File: config.mk
export PLATFORM = sky130hd
export DESIGN_NAME = ara_alert_responder
export DESIGN_NICKNAME = d
export VERILOG_FILES = /design/src/rtl/ara_pkg.sv /design/src/rtl/ara_bus_events.sv /design/src/rtl/ara_alert_latch.sv /design/src/rtl/ara_resp_fsm.sv /design/src/rtl/ara_alert_responder.sv
export SDC_FILE = /design/constraint.sdc
export NUM_CORES = 1
export LEC_CHECK = 0
export BUFFER_PORTS_ARGS = -buffer_cell sky130_fd_sc_hd__clkbuf_2
export CORE_MARGIN = 2
export CORE_UTILIZATION = 50
export DETAILED_ROUTE_END_ITERATION = 10
export GPL_TIMING_DRIVEN = 0
export PLACE_DENSITY = 0.7
export RECOVER_POWER = 100
export REMOVE_ABC_BUFFERS = 1
export SKIP_CTS_REPAIR_TIMING = 1
export SYNTH_ARGS = -nofsm -noshare
export SYNTH_HDL_FRONTEND = slang
export SYNTH_SLANG_ARGS = --single-unit
File: constraint.sdc
create_clock -name clk -period 2.4 [get_ports clk]
set_input_delay 0.48 -clock clk [delete_from_list [all_inputs] [get_ports clk]]
set_output_delay 0.48 -clock clk [all_outputs]
set_load 0.005 [all_outputs]
File: src/rtl/ara_pkg.sv
package ara_pkg;
  typedef enum logic [2:0] {
    ST_IDLE,
    ST_ADDR,
    ST_ACK0,
    ST_ACK1,
    ST_TX,
    ST_HACK,
    ST_WAIT
  } ara_state_e;
endpackage

File: src/rtl/ara_bus_events.sv
module ara_bus_events (
  input  logic clk,
  input  logic rst_n,
  input  logic scl_i,
  input  logic sda_i,
  output logic start_o,
  output logic stop_o,
  output logic rise_o,
  output logic fall_o
);
  logic scl_q, sda_q;

  always_ff @(posedge clk or negedge rst_n) begin
    if (!rst_n) begin
      scl_q <= 1'b1;
      sda_q <= 1'b1;
    end else begin
      scl_q <= scl_i;
      sda_q <= sda_i;
    end
  end

  always_comb begin
    start_o = scl_q && scl_i && sda_q && !sda_i;
    stop_o  = scl_q && scl_i && !sda_q && sda_i;
    rise_o  = !scl_q && scl_i;
    fall_o  = scl_q && !scl_i;
  end
endmodule

File: src/rtl/ara_alert_latch.sv
module ara_alert_latch (
  input  logic clk,
  input  logic rst_n,
  input  logic cond_active,
  input  logic status_rd,
  input  logic win_done,
  output logic latched_o,
  output logic alert_pull_o
);
  logic lat_q, lat_n, ans_q, ans_n;

  always_comb begin
    lat_n = lat_q;
    ans_n = ans_q;
    if (cond_active) lat_n = 1'b1;
    if (win_done)    ans_n = 1'b1;
    if (status_rd && !cond_active) begin
      lat_n = 1'b0;
      ans_n = 1'b0;
    end
  end

  always_ff @(posedge clk or negedge rst_n) begin
    if (!rst_n) begin
      lat_q <= 1'b0;
      ans_q <= 1'b0;
    end else begin
      lat_q <= lat_n;
      ans_q <= ans_n;
    end
  end

  assign latched_o    = lat_q;
  assign alert_pull_o = lat_q && !ans_q;
endmodule

File: src/rtl/ara_resp_fsm.sv
module ara_resp_fsm
  import ara_pkg::*;
#(
  parameter int unsigned ADDR_W = 7,
  parameter logic [ADDR_W-1:0] ARA_ADDR = 7'b0001100
) (
  input  logic              clk,
  input  logic              rst_n,
  input  logic              start_i,
  input  logic              stop_i,
  input  logic              rise_i,
  input  logic              fall_i,
  input  logic              sda_i,
  input  logic              alert_on_i,
  input  logic [ADDR_W-1:0] dev_addr_i,
  output logic              sda_pull_o,
  output logic              win_done_o
);
  localparam int unsigned BYTE_W = ADDR_W + 1;
  localparam int unsigned CNT_W  = $clog2(BYTE_W + 1);
  localparam logic [CNT_W-1:0] LAST_BIT = CNT_W'(BYTE_W - 1);
  localparam logic [CNT_W-1:0] FULL     = CNT_W'(BYTE_W);

  ara_state_e        st_q, st_n;
  logic [CNT_W-1:0]  cnt_q, cnt_n;
  logic [BYTE_W-1:0] sh_q, sh_n;
  logic              drv_q, drv_n, lost_q, lost_n;

  always_comb begin
    st_n       = st_q;
    cnt_n      = cnt_q;
    sh_n       = sh_q;
    drv_n      = drv_q;
    lost_n     = lost_q;
    win_done_o = 1'b0;
    if (stop_i) begin
      st_n  = ST_IDLE;
      drv_n = 1'b0;
    end else if (start_i) begin
      st_n  = ST_ADDR;
      cnt_n = '0;
      drv_n = 1'b0;
    end else begin
      unique case (st_q)
        ST_ADDR: if (rise_i) begin
          sh_n  = {sh_q[BYTE_W-2:0], sda_i};
          cnt_n = cnt_q + 1'b1;
          if (cnt_q == LAST_BIT)
            st_n = (sh_q[ADDR_W-1:0] == ARA_ADDR && sda_i && alert_on_i) ? ST_ACK0 : ST_WAIT;
        end
        ST_ACK0: if (fall_i) begin
          drv_n = 1'b1;
          st_n  = ST_ACK1;
        end
        ST_ACK1: if (fall_i) begin
          sh_n   = {dev_addr_i, 1'b1};
          drv_n  = !dev_addr_i[ADDR_W-1];
          cnt_n  = '0;
          lost_n = 1'b0;
          st_n   = ST_TX;
        end
        ST_TX: begin
          if (rise_i) begin
            cnt_n = cnt_q + 1'b1;
            if (!drv_q && !sda_i) lost_n = 1'b1;
          end else if (fall_i) begin
            if (cnt_q == FULL) begin
              drv_n = 1'b0;
              st_n  = ST_HACK;
            end else begin
              sh_n  = {sh_q[BYTE_W-2:0], 1'b0};
              drv_n = !lost_q && !sh_q[BYTE_W-2];
            end
          end
        end
        ST_HACK: if (rise_i) begin
          win_done_o = !lost_q;
          st_n       = ST_WAIT;
        end
        default: ;
      endcase
    end
  end

  always_ff @(posedge clk or negedge rst_n) begin
    if (!rst_n) begin
      st_q   <= ST_IDLE;
      cnt_q  <= '0;
      sh_q   <= '0;
      drv_q  <= 1'b0;
      lost_q <= 1'b0;
    end else begin
      st_q   <= st_n;
      cnt_q  <= cnt_n;
      sh_q   <= sh_n;
      drv_q  <= drv_n;
      lost_q <= lost_n;
    end
  end

  assign sda_pull_o = drv_q;
endmodule

File: src/rtl/ara_alert_responder.sv
module ara_alert_responder #(
  parameter int unsigned ADDR_W = 7,
  parameter logic [ADDR_W-1:0] ARA_ADDR = 7'b0001100
) (
  input  logic              clk,
  input  logic              rst_n,
  input  logic              scl_i,
  input  logic              sda_i,
  input  logic [ADDR_W-1:0] dev_addr,
  input  logic              cond_active,
  input  logic              status_rd,
  output logic              sda_pull,
  output logic              alert_pull
);
  logic ev_start, ev_stop, ev_rise, ev_fall;
  logic win_done, latched;

  ara_bus_events u_ev (
    .clk(clk), .rst_n(rst_n), .scl_i(scl_i), .sda_i(sda_i),
    .start_o(ev_start), .stop_o(ev_stop), .rise_o(ev_rise), .fall_o(ev_fall)
  );

  ara_alert_latch u_lat (
    .clk(clk), .rst_n(rst_n), .cond_active(cond_active), .status_rd(status_rd),
    .win_done(win_done), .latched_o(latched), .alert_pull_o(alert_pull)
  );

  ara_resp_fsm #(.ADDR_W(ADDR_W), .ARA_ADDR(ARA_ADDR)) u_fsm (
    .clk(clk), .rst_n(rst_n), .start_i(ev_start), .stop_i(ev_stop),
    .rise_i(ev_rise), .fall_i(ev_fall), .sda_i(sda_i), .alert_on_i(alert_pull),
    .dev_addr_i(dev_addr), .sda_pull_o(sda_pull), .win_done_o(win_done)
  );
endmodule

After elaboration in Yosys (flattened, before gate mapping)
Index checks and enable logic that the tools add are counted.

word-level totals
  bits in registers = 20
  latch bits = 0
  memory bits (writable) = 0
  memory bits (read-only) = 0
  bits of input ports = 13
  output and inout bits = 2
  word-level logic and storage cells = 115
  memories = 0

cells by class
  $add $sub $neg = 1
  multiply operators = 0
  divide/modulo/power cells = 0
  $lt $le $gt $ge = 0
  eq/ne operators = 25
  shifts and indexed selects = 0
  multiplexer cells = 42
  bitwise operators = 2
  reduce and logical (&&, ||, !) cells = 36

operators by type and width
  operator                                              count
  two-way mux 7 bit                                     5
  two-way mux 3 bit                                     11
  != test 4 bit (second input constant)                 6
  case mux 7 bit (3 select lines)                       1
  two-way mux 1 bit                                     18
  case mux 3 bit (5 select lines)                       1
  logical AND 1 bit                                     13
  two-way mux 4 bit                                     3
  != test 2 bit (second input constant)                 6
  zero test 1 bit                                       10
  AND reduction 9 bit                                   1
  != test 4 x 3 -> 1 bit (second input constant)        2
  case mux 4 bit (2 select lines)                       1
  AND reduction 8 bit                                   1
  equality test 7 x 4 -> 1 bit (second input constant)  1
  nonzero test 7 bit                                    1
  equality test 3 x 2 -> 1 bit (second input constant)  2
  equality test 3 bit (second input constant)           2
  AND reduction 6 bit                                   1
  nonzero test 2 bit                                    3
  nonzero test 3 bit                                    2
  AND reduction 5 bit                                   1
  nonzero test 5 bit                                    1
  adder 4 x 1 -> 4 bit (second input constant)          1
  other kinds (11)                                      12

Logic depth before layout (Yosys ltp)
  word-level depth = 9
  depth in mapped cells = 7

By module
From an unflattened synthesis, not the netlist that was laid out.

second synthesis, totals
  cells, all modules = 135
  area, all modules = 1293.7 sq um

by module, submodules not included
  module           times used  cells an instance  area each (sq um)  seq. area each (sq um)
  ara_resp_fsm     1           123                1128.6             400.4
  ara_bus_events   1           6                  87.6               52.6
  ara_alert_latch  1           6                  77.6               50.0

Worst setup path before layout
OpenSTA, ideal clock, no wires.

  kind = input to register
  start point = input port sda_i
  end point = register u_fsm.sh_q[1]
  setup time = 0.125 ns
  data arrival time = 1.674 ns
  slack = 0.601 ns
  stages on the path = 7
  buffers on the path = 2
  cell sequence = buf_2 > xor2_1 > and3_1 > a21oi_2 > o221a_2 > buf_6 > mux2_4

on the way
  longest elaborated chain between the ends = 4

RTL lines
  what                                      RTL line                  RTL
  start, declared                           ara_alert_responder.sv:8  input logic sda_i,
  zero test 1 bit                           ara_bus_events.sv:24      start_o = scl_q && scl_i && sda_q && !sda_i;
  logical AND 1 bit                         ara_bus_events.sv:24
  NOT 1 bit (no source line)                n/a
  AND reduction 8 bit (no source line) (*)  n/a
  end signal, assigned                      ara_resp_fsm.sv:95        sh_q <= sh_n;
  end, declared                             ara_resp_fsm.sv:26        logic [BYTE_W-1:0] sh_q, sh_n;

Mark *: on every way between the ends. The rest lies on a longest branch, timed or not.
A chain may end at the register's enable or synchronous reset.

Worst setup path in the final report
  start point = register u_ev.scl_q
  end point = register u_fsm.sh_q[1]

on the way
  longest elaborated chain between the ends = 5

RTL lines
  what                                                                   RTL line              RTL
  start, declared                                                        ara_bus_events.sv:11  logic scl_q, sda_q;
  start signal, assigned                                                 ara_bus_events.sv:18  scl_q <= scl_i;
  parallel branches: the longest is 4 deep, another holds != test 2 bit  n/a
  AND reduction 8 bit (no source line) (*)                               n/a

Mark *: on every way between the ends.

==> summary.txt <==
Timing
  – Final period util: 88.6%
  – Pins Over Slew Limit: 0
  – Hold Vio Cnt, Final: 0
  – Final setup fails: 0
  – Measured slew at the worst slew-check pin: 1.07 ns
  – Unrepaired setup endpoints after global routing: no
  – Final setup TNS: 0 ns
  – Slew headroom: 28.8%
  – F_max: 0.470 GHz
  – Post-layout minimum cycle time: 2.13 ns
  – Setup Skew: 0.00660 ns
  – Hold slack: 0.333 ns

Logic synthesis
  – Mapped cell area: 0.00132 mm²
  – Top cell type's share of synthesized area: 34.1%
  – Area contributors post-synth: dfrtp_1, mux2_4, nand2_1
  – Distinct cells, synth: 46
  – Primary FF master, synth: dfrtp_1
  – Synth cell count leaders: nand2_1, dfrtp_1, nor2_1
  – Post-Syn Instances: 144
  – Yosys warning total: 0
  – Synth Area per Inst: 9.18 µm²
  – Yosys reg bits: 20
  – Seq/Total Area, Yosys: 38.1%
  – Post-synth EDFFs: 0
  – Async set-reset flop share out of synthesis: 100%
  – Cell with the most instances after synthesis: nand2_1
  – Synth area leader: dfrtp_1

Place
  – Final GP Congestion: 0.934
  – Final HPWL DP: 1960 µm
  – PortBufs: 14
  – Post-placement cell count: 182

Floorplan
  – IO Count: 15
  – Die Y: 55.4 µm
  – Die width: 55.4 µm
  – Site Rows: 18
  – CORE AREA: 0.00250 mm²
  – Die area: 0.00307 mm²
  – Starting Density: 52.9%

Power and ir drop
  – Flop pwr share: 38.1%
  – Logic gate share of total power: 49.6%
  – Int Pwr: 935 µW
  – LEAKAGE: 0.632 nW
  – Sw Share: 41.6%
  – Switching pwr: 667 µW
  – Power Dens Cells: 1140 mW/mm²
  – Clk network pwr share: 12.3%
  – VDD IR max: 0.576 mV

Layout
  – Final nets: 174
  – Antenna fix cells: 0
  – Final non-filler cell total: 186
  – Flip-flop and latch area: 503 µm²
  – Final core utilization: 56.1%
  – Synth-to-Final Area Change: 6.16%
  – Share of cells above drive strength 1: 14.7%
  – Area taken by multi-input logic gates: 727 µm²
  – # fillers: 240

Global route
  – Vias in the first global route: 1104
  – Grt met3 use: 2.34%
  – Global route overflow: 0
  – Most Crowded Layer GR: met2
  – Antenna violations before repair: 0
  – First-pass GRT wire length: 4870 µm
  – Met2 Usage GRT: 32.0%
  – Gr usage total: 19.5%
  – Largest net degree at the start of global routing: 21
  – Met1 Use GR: 26.0%

Clock tree
  – CTS clk-pin slew, worst paths: 0.11 ns
  – CTS tree: built
  – TritonCTS sink count: 20
  – H-tree levels: 1
  – Num CTS Buffers: 3
  – CTS max path bufs: 2
  – Root buffer cell: clkbuf_4
  – Later-pin clock latency in the skew report: 0.30 ns

Detailed routing
  – Residual DRC count: 0
  – Initial drt markers: 30
  – Drt pass-1 iters: 4
  – DR vias: 1103
  – Final wirelength: 2710 µm
  – Vias/cell: 5.93
  – WL/cell: 14.6 µm
  – Antenna Nets Post-Route: 0

Worst setup path
  – Startpoint Class: flip-flop
  – CP Cell Sequence: nand2b_1, a22oi_1, o221a_1, mux2_1
  – Worst path arrival time: 2.33 ns
  – WP data required: 2.60 ns
  – Buffers and inverters on the worst path: 0
  – Kind of critical path: flip-flop to flip-flop
  – Crit path from: u_ev.scl_q
  – Crit. End Element: flip-flop
  – Crit-path max FO: 10
  – Worst r2r src: u_ev.scl_q
  – CP delay by family, top: compound AO/OA/AOI/OAI gates
  – Worst stage delay on the critical path: 0.70 ns
  – Slowest CP cell: dfstp_1

Worst hold path
  – Worst min-delay path class: primary input to asynchronous set/reset pin

Status
  – Status: finished clean

Run
  – Max_cap viols: 0
## sequential cells by signal (all words and copies together) (netlist names)
signal            count
u_ev.scl_q            1
u_ev.sda_q            1
u_fsm.cnt_q           4
u_fsm.lost_q          1
u_fsm.sda_pull_o      1
u_fsm.sh_q            7
u_fsm.st_q            3
u_lat.ans_q           1
u_lat.latched_o       1
## power by group through the flow
| stage | logic (mW) | registers (mW) | clock network (mW) |
|---|---|---|---|
| after CTS | 0.860 | 0.610 | 0.205 |
| after detailed placement | 0.852 | 0.617 | 0 |
| final | 0.795 | 0.610 | 0.197 |
| after global routing | 0.902 | 0.630 | 0.215 |
| after global placement | 0.831 | 0.613 | 0 |
| after floorplan | 0.704 | 0.574 | 0 |
## logic make-up (layout without fill, tap and decap cells)
| kind of cell | after synthesis | count (layout) | share of synthesized area [%] |
|---|---|---|---|
| xor+xnor | 2 | 2 | 1.33 |
| fa+ha+maj | 4 | 4 | 3.79 |
| buf+inv | 15 | 27 | 5.78 |
| mux | 9 | 9 | 9.19 |
| flops | 20 | 20 | 38.1 |
| compound gates | 37 | 37 | 19.0 |
| simple gates | 57 | 57 | 22.8 |
## routing by layer
layer / up-vias / routed length (µm)
li1: 537 / -
met1: 526 / 1220
met2: 31 / 1310
met3: 9 / 131
met4: 0 / 51
met5: - / 0
## per-stage QoR
stage / total power [mW] / instance area [µm²] / setup WS [ns]
detailed placement: 1.47 / 1390 / 0.376
floorplan: 1.28 / 1280 / 0.695
global placement: 1.44 / 1390 / 0.394
finish: 1.60 / 1400 / 0.274
global route: 1.75 / 1400 / 0.137
CTS: 1.68 / 1420 / 0.453
## cell type report
cell class,count,share of cell area [%]
tap,30,2.68
inverter,9,2.41
sequential,20,35.9
timing repair buffer,14,4.64
multi-input combinational,109,51.8
clock buffer,4,2.59
## cells in the final DEF (no fill, tap or decap), types with 2 or more instances in the layout
cell and count:
a211oi_1 2, a21oi_1 7, a22o_1 2, a22oi_1 2
a31oi_1 2, and2b_1 2, clkbuf_1 4, clkbuf_2 10
clkbuf_4 3, dfrtp_1 18, ha_1 4, inv_1 9
mux2_1 4, mux2_4 2, mux2i_1 2, nand2_1 22
nand2b_1 2, nand3_1 3, nand4b_1 2, nor2_1 11
nor2b_1 3, nor3_1 3, o21ai_0 9, o31ai_1 2
## path summary, 6_finish.rpt
path	endpoint	slack (ns)	depth (start not counted)
setup reg to reg	u_fsm.sh_q[1]	0.27	4
hold / removal	u_lat.latched_o	0.33	1
hold reg to reg	u_fsm.sh_q[5]	0.52	1
max in group asynchronous	u_fsm.cnt_q[2]	1.42	1
setup / recovery	u_fsm.sh_q[1]	0.27	4
min in group clk	u_lat.ans_q	0.34	2
No activity file was read; power rests on OpenSTA's default activity.
